`config.mk`:
```
export PLATFORM = sky130hd
export DESIGN_NAME = irq_route_ctrl
export DESIGN_NICKNAME = d
export VERILOG_FILES = /design/src/rtl/irq_route_pkg.sv /design/src/rtl/irq_route_regs.sv /design/src/rtl/irq_route_src.sv /design/src/rtl/irq_route_arb.sv /design/src/rtl/irq_route_ctrl.sv
export SDC_FILE = /design/constraint.sdc
export NUM_CORES = 2
export LEC_CHECK = 0
export ABC_AREA = 1
export CAP_MARGIN = 0
export CELL_PAD_IN_SITES_DETAIL_PLACEMENT = 1
export CELL_PAD_IN_SITES_GLOBAL_PLACEMENT = 2
export CORE_UTILIZATION = 35
export DETAILED_ROUTE_END_ITERATION = 10
export PLACE_DENSITY_LB_ADDON = 0.05
export REMOVE_ABC_BUFFERS = 1
export SETUP_SLACK_MARGIN = 0.1
export SLEW_MARGIN = 30
export SYNTH_ARGS = -nofsm -noshare
export SYNTH_HDL_FRONTEND = slang
export SYNTH_SLANG_ARGS = --single-unit
```
`constraint.sdc`:
```
create_clock -name clk -period 7.35 [get_ports clk]
set_clock_uncertainty 0.05 [all_clocks]
set_input_delay 0.735 -clock clk [delete_from_list [all_inputs] [get_ports clk]]
set_output_delay 0.735 -clock clk [all_outputs]
set_load 0.05 [all_outputs]
```
`src/rtl/irq_route_pkg.sv`:
```
// Shared types and helpers for the interrupt redirection controller.
// Assumes: table entries occupy two consecutive 32-bit register indices.
package irq_route_pkg;

    localparam int unsigned REG_W  = 32;
    localparam int unsigned IDX_W  = 8;
    localparam int unsigned VEC_W  = 8;
    localparam int unsigned DEST_W = 8;
    localparam int unsigned MAX_SRC = 24;
    localparam logic [IDX_W-1:0] ID_INDEX   = 8'h00;
    localparam logic [IDX_W-1:0] TABLE_BASE = 8'h10;

    typedef enum logic [2:0] {
        DM_FIXED  = 3'd0,
        DM_LOWEST = 3'd1,
        DM_SMI    = 3'd2,
        DM_RSVD3  = 3'd3,
        DM_NMI    = 3'd4,
        DM_INIT   = 3'd5,
        DM_RSVD6  = 3'd6,
        DM_EXTINT = 3'd7
    } dmode_e;

    typedef struct packed {
        logic [DEST_W-1:0] dest;
        logic              mask;
        logic              level;
        logic              active_low;
        logic              logical;
        dmode_e            mode;
        logic [VEC_W-1:0]  vector;
    } entry_cfg_t;

    localparam entry_cfg_t ENTRY_RESET = '{
        dest: '0, mask: 1'b1, level: 1'b0, active_low: 1'b0,
        logical: 1'b0, mode: DM_FIXED, vector: '0
    };

    // Modes that are always handled as edge-triggered.
    function automatic logic forces_edge(dmode_e m);
        return (m == DM_NMI) || (m == DM_INIT) || (m == DM_EXTINT);
    endfunction

    // Reserved delivery-mode codes.
    function automatic logic is_reserved(dmode_e m);
        return (m == DM_RSVD3) || (m == DM_RSVD6);
    endfunction

    // Low register word of an entry including the read-only status bits.
    function automatic logic [REG_W-1:0] low_word(entry_cfg_t c, logic busy, logic rirr);
        return {15'b0, c.mask, c.level, rirr, c.active_low, busy,
                c.logical, 3'(c.mode), c.vector};
    endfunction

    // High register word of an entry.
    function automatic logic [REG_W-1:0] high_word(entry_cfg_t c);
        return {c.dest, 24'b0};
    endfunction

endpackage

```
`src/rtl/irq_route_regs.sv`:
```
// Indirect register file: select index plus a 32-bit data window onto the
// identification register and the redirection table.
// Assumes: TABLE_BASE is even, so bit 0 of the table offset picks the half.
module irq_route_regs
    import irq_route_pkg::*;
#(
    parameter int unsigned NUM_SRC  = 24,
    parameter logic [3:0]  ID_RESET = 4'h0
) (
    input  logic                    clk,
    input  logic                    rst_n,
    input  logic                    bus_we,
    input  logic                    bus_win,
    input  logic [REG_W-1:0]        bus_wdata,
    output logic [REG_W-1:0]        bus_rdata,
    input  logic [NUM_SRC-1:0]      busy,
    input  logic [NUM_SRC-1:0]      rirr,
    output entry_cfg_t [NUM_SRC-1:0] cfg
);

    localparam int unsigned ENT_W = IDX_W - 1;
    localparam logic [IDX_W-1:0] TABLE_END = IDX_W'(int'(TABLE_BASE) + 2 * NUM_SRC);

    logic [IDX_W-1:0] sel_q;
    logic [3:0]       id_q;
    entry_cfg_t [NUM_SRC-1:0] cfg_q;

    logic             hit_id;
    logic             hit_tbl;
    logic [IDX_W-1:0] slot;
    logic [ENT_W-1:0] ent_idx;
    logic             hi_half;
    logic [REG_W-1:0] win_rd;
    logic             win_wr;
    logic [6:0]       unused_wbits;

    assign hit_id   = (sel_q == ID_INDEX);
    assign hit_tbl  = (sel_q >= TABLE_BASE) && (sel_q < TABLE_END);
    assign slot     = sel_q - TABLE_BASE;
    assign ent_idx  = slot[IDX_W-1:1];
    assign hi_half  = slot[0];
    assign win_wr   = bus_we && bus_win;
    assign unused_wbits = bus_wdata[23:17];
    assign cfg      = cfg_q;

    // Select register: captures the index written through the select port.
    always_ff @(posedge clk) begin
        if (!rst_n)
            sel_q <= '0;
        else if (bus_we && !bus_win)
            sel_q <= bus_wdata[IDX_W-1:0];
    end

    // Identification register: only the 4-bit ID field is stored.
    always_ff @(posedge clk) begin
        if (!rst_n)
            id_q <= ID_RESET;
        else if (win_wr && hit_id)
            id_q <= bus_wdata[27:24];
    end

    // Redirection table storage: writable fields of the addressed half only.
    always_ff @(posedge clk) begin
        if (!rst_n) begin
            for (int i = 0; i < NUM_SRC; i++)
                cfg_q[i] <= ENTRY_RESET;
        end else if (win_wr && hit_tbl) begin
            for (int i = 0; i < NUM_SRC; i++) begin
                if (ent_idx == ENT_W'(i)) begin
                    if (hi_half) begin
                        cfg_q[i].dest <= bus_wdata[31:24];
                    end else begin
                        cfg_q[i].vector     <= bus_wdata[7:0];
                        cfg_q[i].mode       <= dmode_e'(bus_wdata[10:8]);
                        cfg_q[i].logical    <= bus_wdata[11];
                        cfg_q[i].active_low <= bus_wdata[13];
                        cfg_q[i].level      <= bus_wdata[15];
                        cfg_q[i].mask       <= bus_wdata[16];
                    end
                end
            end
        end
    end

    // Window read mux: identification, table halves, or zero.
    always_comb begin
        win_rd = '0;
        if (hit_id) begin
            win_rd = {4'b0, id_q, 24'b0};
        end else if (hit_tbl) begin
            for (int i = 0; i < NUM_SRC; i++) begin
                if (ent_idx == ENT_W'(i))
                    win_rd = hi_half ? high_word(cfg_q[i])
                                     : low_word(cfg_q[i], busy[i], rirr[i]);
            end
        end
    end

    // Port read: window contents or the select index.
    assign bus_rdata = bus_win ? win_rd : REG_W'(sel_q);

    // reserved bits of the identification register always read zero.
    p_id_reserved_r2: assert property (@(posedge clk) disable iff (!rst_n)
        hit_id |-> (win_rd[23:0] == '0) && (win_rd[31:28] == '0));

endmodule

```
`src/rtl/irq_route_src.sv`:
```
// Per-line detector: polarity, edge/level detection, pending (delivery
// status) and remote IRR tracking.
// Assumes: irq_raw is already synchronous to clk.
module irq_route_src
    import irq_route_pkg::*;
(
    input  logic             clk,
    input  logic             rst_n,
    input  logic             irq_raw,
    input  logic [VEC_W-1:0] vector,
    input  dmode_e           mode,
    input  logic             active_low,
    input  logic             level,
    input  logic             mask,
    input  logic             accept,
    input  logic             eoi_valid,
    input  logic [VEC_W-1:0] eoi_vector,
    output logic             pending,
    output logic             rirr,
    output logic             level_eff
);

    logic active;
    logic prev_q;
    logic pend_q;
    logic rirr_q;
    logic armed;
    logic fire;
    logic eoi_hit;

    assign active    = irq_raw ^ active_low;
    assign level_eff = level && !forces_edge(mode);
    assign armed     = !mask && !is_reserved(mode);
    assign fire      = armed && (level_eff ? (active && !rirr_q && !pend_q)
                                           : (active && !prev_q));
    assign eoi_hit   = eoi_valid && (eoi_vector == vector);
    assign pending   = pend_q;
    assign rirr      = rirr_q;

    // Previous active level, for edge detection (tracks even while masked).
    always_ff @(posedge clk) begin
        if (!rst_n) prev_q <= 1'b0;
        else        prev_q <= active;
    end

    // Delivery status: set on detection, cleared on acceptance.
    always_ff @(posedge clk) begin
        if (!rst_n) pend_q <= 1'b0;
        else        pend_q <= fire || (pend_q && !accept);
    end

    // Remote IRR: set on level acceptance, cleared by a matching notice.
    always_ff @(posedge clk) begin
        if (!rst_n)
            rirr_q <= 1'b0;
        else if (accept && level_eff)
            rirr_q <= 1'b1;
        else if (eoi_hit)
            rirr_q <= 1'b0;
    end

    // remote IRR only rises from an accepted message.
    p_rirr_source_r7: assert property (@(posedge clk) disable iff (!rst_n)
        $rose(rirr_q) |-> $past(accept));

    // a matching notice with no concurrent acceptance releases the entry.
    p_eoi_clear_r7: assert property (@(posedge clk) disable iff (!rst_n)
        (eoi_hit && !accept && rirr_q) |=> !rirr_q);

    // a masked entry never becomes pending.
    p_mask_block_r9: assert property (@(posedge clk) disable iff (!rst_n)
        $rose(pend_q) |-> !$past(mask));

    // reserved modes never become pending.
    p_rsvd_block_r12: assert property (@(posedge clk) disable iff (!rst_n)
        $rose(pend_q) |-> !is_reserved($past(mode)));

endmodule

```
`src/rtl/irq_route_arb.sv`:
```
// Output selector: lowest pending entry first, held steady while the
// receiver stalls.
// Assumes: a pending bit only clears through its own acceptance.
module irq_route_arb #(
    parameter int unsigned NUM_SRC = 24,
    localparam int unsigned SEL_W  = $clog2(NUM_SRC)
) (
    input  logic               clk,
    input  logic               rst_n,
    input  logic [NUM_SRC-1:0] pending,
    input  logic               msg_ready,
    output logic               msg_valid,
    output logic [SEL_W-1:0]   grant_idx,
    output logic [NUM_SRC-1:0] accept
);

    logic             held_q;
    logic [SEL_W-1:0] held_idx_q;
    logic [SEL_W-1:0] low_idx;

    // Lowest-numbered pending entry.
    always_comb begin
        low_idx = '0;
        for (int i = NUM_SRC - 1; i >= 0; i--)
            if (pending[i]) low_idx = SEL_W'(i);
    end

    assign msg_valid = |pending;
    assign grant_idx = held_q ? held_idx_q : low_idx;

    // One-hot acceptance toward the granted entry.
    always_comb begin
        accept = '0;
        for (int i = 0; i < NUM_SRC; i++)
            accept[i] = msg_valid && msg_ready && (grant_idx == SEL_W'(i));
    end

    // Hold register: remembers a stalled grant.
    always_ff @(posedge clk) begin
        if (!rst_n) begin
            held_q     <= 1'b0;
            held_idx_q <= '0;
        end else begin
            held_q     <= msg_valid && !msg_ready;
            held_idx_q <= grant_idx;
        end
    end

    // a stalled offer keeps its entry.
    p_hold_stable_r11: assert property (@(posedge clk) disable iff (!rst_n)
        (msg_valid && !msg_ready) |=> (msg_valid && grant_idx == $past(grant_idx)));

    // a fresh grant has no lower pending entry.
    p_lowest_first_r10: assert property (@(posedge clk) disable iff (!rst_n)
        (msg_valid && !held_q) |-> ((pending & ((NUM_SRC'(1) << grant_idx) - NUM_SRC'(1))) == '0));

    // at most one entry is accepted per cycle.
    p_accept_onehot_r11: assert property (@(posedge clk) disable iff (!rst_n)
        $onehot0(accept));

endmodule

```
`src/rtl/irq_route_ctrl.sv`:
```
// Top of the interrupt redirection controller: register window, one
// detector per line, and the single message port.
// Assumes: NUM_SRC between 2 and 24; all inputs synchronous to clk.
module irq_route_ctrl
    import irq_route_pkg::*;
#(
    parameter int unsigned NUM_SRC  = 24,
    parameter logic [3:0]  ID_RESET = 4'h0
) (
    input  logic               clk,
    input  logic               rst_n,
    input  logic               bus_we,
    input  logic               bus_win,
    input  logic [31:0]        bus_wdata,
    output logic [31:0]        bus_rdata,
    input  logic [NUM_SRC-1:0] irq_in,
    output logic               msg_valid,
    input  logic               msg_ready,
    output logic [7:0]         msg_vector,
    output logic [2:0]         msg_mode,
    output logic               msg_logical,
    output logic [7:0]         msg_dest,
    output logic               msg_level,
    input  logic               eoi_valid,
    input  logic [7:0]         eoi_vector
);

    localparam int unsigned SEL_W = $clog2(NUM_SRC);

    entry_cfg_t [NUM_SRC-1:0] cfg;
    logic [NUM_SRC-1:0] pending;
    logic [NUM_SRC-1:0] rirr;
    logic [NUM_SRC-1:0] level_eff;
    logic [NUM_SRC-1:0] accept;
    logic [SEL_W-1:0]   grant_idx;

    irq_route_regs #(
        .NUM_SRC  (NUM_SRC),
        .ID_RESET (ID_RESET)
    ) u_regs (
        .clk       (clk),
        .rst_n     (rst_n),
        .bus_we    (bus_we),
        .bus_win   (bus_win),
        .bus_wdata (bus_wdata),
        .bus_rdata (bus_rdata),
        .busy      (pending),
        .rirr      (rirr),
        .cfg       (cfg)
    );

    for (genvar g = 0; g < NUM_SRC; g++) begin : g_src
        irq_route_src u_src (
            .clk        (clk),
            .rst_n      (rst_n),
            .irq_raw    (irq_in[g]),
            .vector     (cfg[g].vector),
            .mode       (cfg[g].mode),
            .active_low (cfg[g].active_low),
            .level      (cfg[g].level),
            .mask       (cfg[g].mask),
            .accept     (accept[g]),
            .eoi_valid  (eoi_valid),
            .eoi_vector (eoi_vector),
            .pending    (pending[g]),
            .rirr       (rirr[g]),
            .level_eff  (level_eff[g])
        );
    end

    irq_route_arb #(
        .NUM_SRC (NUM_SRC)
    ) u_arb (
        .clk       (clk),
        .rst_n     (rst_n),
        .pending   (pending),
        .msg_ready (msg_ready),
        .msg_valid (msg_valid),
        .grant_idx (grant_idx),
        .accept    (accept)
    );

    // Message fields from the granted entry.
    always_comb begin
        msg_vector  = cfg[grant_idx].vector;
        msg_mode    = 3'(cfg[grant_idx].mode);
        msg_logical = cfg[grant_idx].logical;
        msg_dest    = cfg[grant_idx].dest;
        msg_level   = level_eff[grant_idx];
    end

    // forced-edge modes never present a level message.
    p_forced_edge_r8: assert property (@(posedge clk) disable iff (!rst_n)
        (msg_valid && (msg_mode == 3'd4 || msg_mode == 3'd5 || msg_mode == 3'd7)) |-> !msg_level);

endmodule

```
==> impl_metrics.csv <==
group,metric,value,unit
power_and_ir_drop,ir_drop,0.1638,mV
routing,drt_iter0_markers,3151,
global_route,grt_pass1_wl,269700,um
final_layout,nFillCells,13770,
worst_setup_path,startpoint,"u_regs.sel_q[4]",
logic_synthesis,synth.largest_area_cell,"dfxtp_1",
sta,rsz0062_at_grt,"no",
worst_setup_path,critPathArrivalTime,6.13,ns
placed_design,io_buffer_count,107,
global_route,grt_max_degree,187,
final_layout,fin_nets,6028,
floorplanning,fp.dieH,325.9,um
logic_synthesis,ys_ff_latch,642,
routing,routedWlPerCell,24.58,um
global_route,antenna_found_initial,1,
routing,ant_nets,0,
floorplanning,io_pins,124,
final_layout,fin_cells,7389,
worst_setup_path,cp-end-kind,"output port",
logic_synthesis,synth_top_area_share,35.01,%
power_and_ir_drop,p_leak,0.01689,uW
clock_network,cts_resized,0,
logic_synthesis,syn-instance-count,6024,
logic_synthesis,yosys_warnings,0,
sta,fmax,144.5,MHz
sta,hold_slack,0.4272,ns
final_layout,area_growth,12.89,%
clock_network,path_clk_slew,0.06,ns
clock_network,clock_latency,0.68,ns
placed_design,routabilityCongestion,0.9283,
sta,setup_viol_count_final,0,
power_and_ir_drop,total_power,8035,uW
sta,hold_violations,0,
routing,vias,40860,
sta,max_slew_margin,28.78,%
floorplanning,dieArea,0.1062,mm^2
final_layout,num_antenna_cells,0,
logic_synthesis,synth_area,0.03671,mm^2
job,cap_violations,0,
routing,drcViolationCount,0,
placed_design,place_hpwl,126600,um
worst_setup_path,rrSetupSlack,2.80,ns
outcome,outcome,"completed",
power_and_ir_drop,p_per_area,193.9,mW/mm^2
floorplanning,die_w,325.9,um
sta,worst_slack,0.4307,ns
floorplanning,core-area,0.1038,mm^2
worst_setup_path,start_kind,"flip-flop",
sta,fin_crit_sh,94.14,%
clock_network,root_buffer,"clkbuf_16",
global_route,grt_pass1_vias,40760,
placed_design,pre_cts_ws,0.8548,ns
sta,worst_pin_slew,1.068,ns
clock_network,cts_buffers,82,
logic_synthesis,yosys-top-cells-area,"dfxtp_1, nand2_1, nor2_1",
logic_synthesis,synth_edf_count,0,
sta,min_period,6.919,ns
routing,vias_per_cell,5.529,
clock_network,clock_sinks,642,
worst_setup_path,cp_max_fo,20,
logic_synthesis,seq_area_frac_synth,35.01,%
clock_network,clockBufferDepth,3,
worst_setup_path,path_class,"flip-flop to output port",
global_route,grt_overflow,0,
worst_setup_path,critPathRequiredTime,6.57,ns
hold_path,holdCritStartpoint,"u_regs.cfg[387]",
placed_design,dp_cells,7249,
sta,slew_viol_final,0,
hold_path,worst_hold_path_type,"flip-flop to flip-flop",
routing,firstDrtPassIters,6,
clock_network,cts_tree,"yes",
logic_synthesis,ys.flop_type,"dfxtp_1",
worst_setup_path,r2r_start,"u_regs.sel_q[4]",
clock_network,h-tree-depth,3,
final_layout,drive_gt1_share,5.442,%
logic_synthesis,async_flop_share,0,%
logic_synthesis,synth.avg_cell_area,6.094,um^2
floorplanning,start_util,35.37,%
routing,totalWireLength,181600,um
floorplanning,rows,118,
global_route,track_usage,33.65,%
logic_synthesis,synth.distinct_cells,47,
[worst max-delay path, cell delays in order, from the launching register on]
cell and delay (ns):
dfxtp_1 0.50, inv_2 0.12, ha_1 0.25, nand2_1 0.09, nand2_2 0.07, nor2_4 0.17
nand2_4 0.13, nor2_4 0.23, inv_2 0.22, a31oi_1 0.37, nand4_1 0.23, nor2_1 0.27
nand4_1 0.23, nor2_1 0.31, nand4_1 0.32, nor2_1 0.29, nand4_1 0.17, nor2_1 0.24
nand4_1 0.15, nor2_1 0.22, nand3_1 0.10, nand2_1 0.07, inv_1 0.04, clkdlybuf4s50_1 0.68
[synthesized netlist by cell type, types with 25 or more instances]
| library cell | instances |
|---|---|
| nand2_1 | 1604 |
| nand4_1 | 111 |
| nand3_1 | 229 |
| buf_1 | 25 |
| buf_2 | 44 |
| clkbuf_1 | 281 |
| dfxtp_1 | 642 |
| nor3_1 | 41 |
| o21ai_0 | 719 |
| o2111ai_1 | 31 |
| xnor2_1 | 47 |
| a21oi_1 | 424 |
| xor2_1 | 40 |
| nor2_1 | 1062 |
| o21ai_1 | 35 |
| o22ai_1 | 48 |
| inv_1 | 413 |
| o211ai_1 | 32 |
[power breakdown]
group	leakage [uW]	switching, uW	internal (uW)
Sequential	0.00518	10.7	3490
Combinational	0.0105	399	130
Clock	0.00126	1700	2300
[cell usage in the layout, fill, tap and decap left out, types with 6 or more instances in the layout]
cell type and instances:
o22ai_1 48, nand3_1 229, a31oi_1 10, a21oi_1 424
nand2_1 1602, clkbuf_8 18, xnor2_1 47, inv_2 24
nand2_2 7, a2111oi_0 12, a221oi_1 17, conb_1 7
buf_4 115, nand4_1 111, nor3_1 40, nor2_2 22
o21ai_0 719, inv_1 409, xor2_1 40, o2111ai_1 31
clkbuf_16 84, o21ai_1 35, nand3b_1 9, a211oi_1 6
nor4_1 9, nor2_4 9, clkdlybuf4s50_1 99, nor2_1 1056
clkinv_2 9, or2_2 11, clkbuf_1 23, o211ai_1 32
dfxtp_1 641
[cell type report]
type / instances / area [um^2] / area share, %
flip-flops and latches: 642 / 12860 / 31.02
clock buffers: 125 / 2436 / 5.878
clock inverters: 13 / 108.9 / 0.2627
inverters: 440 / 1657 / 3.997
repair buffers: 222 / 1956 / 4.719
well taps: 1380 / 1727 / 4.167
multi-input cells: 4567 / 20700 / 49.95
[logic make-up after synthesis]
group                    count (synthesis)  synth area share [%]
AND/OR/NAND/NOR                       3115                 34.14
AO/OA/AOI/OAI                         1355                 19.75
buffers and inverters                  821                 8.916
flip-flops                             642                 35.01
XOR/XNOR                                87                 2.076
adder cells (fa/ha/maj)                  3                0.1023
other                                    1               0.01022
[what timing repair did]
item                                    in CTS  in global routing
buffers inserted                             0                  2
endpoints found under the setup margin       0                  3
hold buffers                                 0                  0
[metal layers]
| metal | GRT usage (%) | wire length, um | vias up |
|---|---|---|---|
| li1 | - | - | 19400 |
| met1 | 44.29 | 80370 | 19950 |
| met2 | 54.68 | 82860 | 1132 |
| met3 | 3.690 | 8532 | 379 |
| met4 | 16.47 | 9836 | 0 |
| met5 | 0 | 0 | - |
[per-stage QoR]
step | setup TNS [ns] | cell area [um^2] | utilization, %
finish | 0 | 41440 | 39.93
global route | 0 | 41440 | 39.93
CTS | 0 | 41420 | 39.90
detailed placement | 0 | 38870 | 37.45
global placement | 0 | 38870 | 37.45
floorplan | -8.548 | 35110 | -
[path summary, 6_finish.rpt]
check / to / cells past startpoint
hold reg to reg: u_regs.cfg[387] / 2
hold / removal: u_regs.cfg[387] / 2
setup / recovery: bus_rdata[13] / 23
setup reg to reg: u_regs.cfg[533] / 13
[flip-flops by register name, summed over array words and instances (netlist names)]
name,cells
u_regs.sel_q,8
u_regs.id_q,4
g_src.u_src.pending,24
u_arb.held_idx_q,5
g_src.u_src.prev_q,24
u_regs.cfg,552
g_src.u_src.rirr,24
u_arb.held_q,1
No activity file was read; power rests on OpenSTA's default activity.
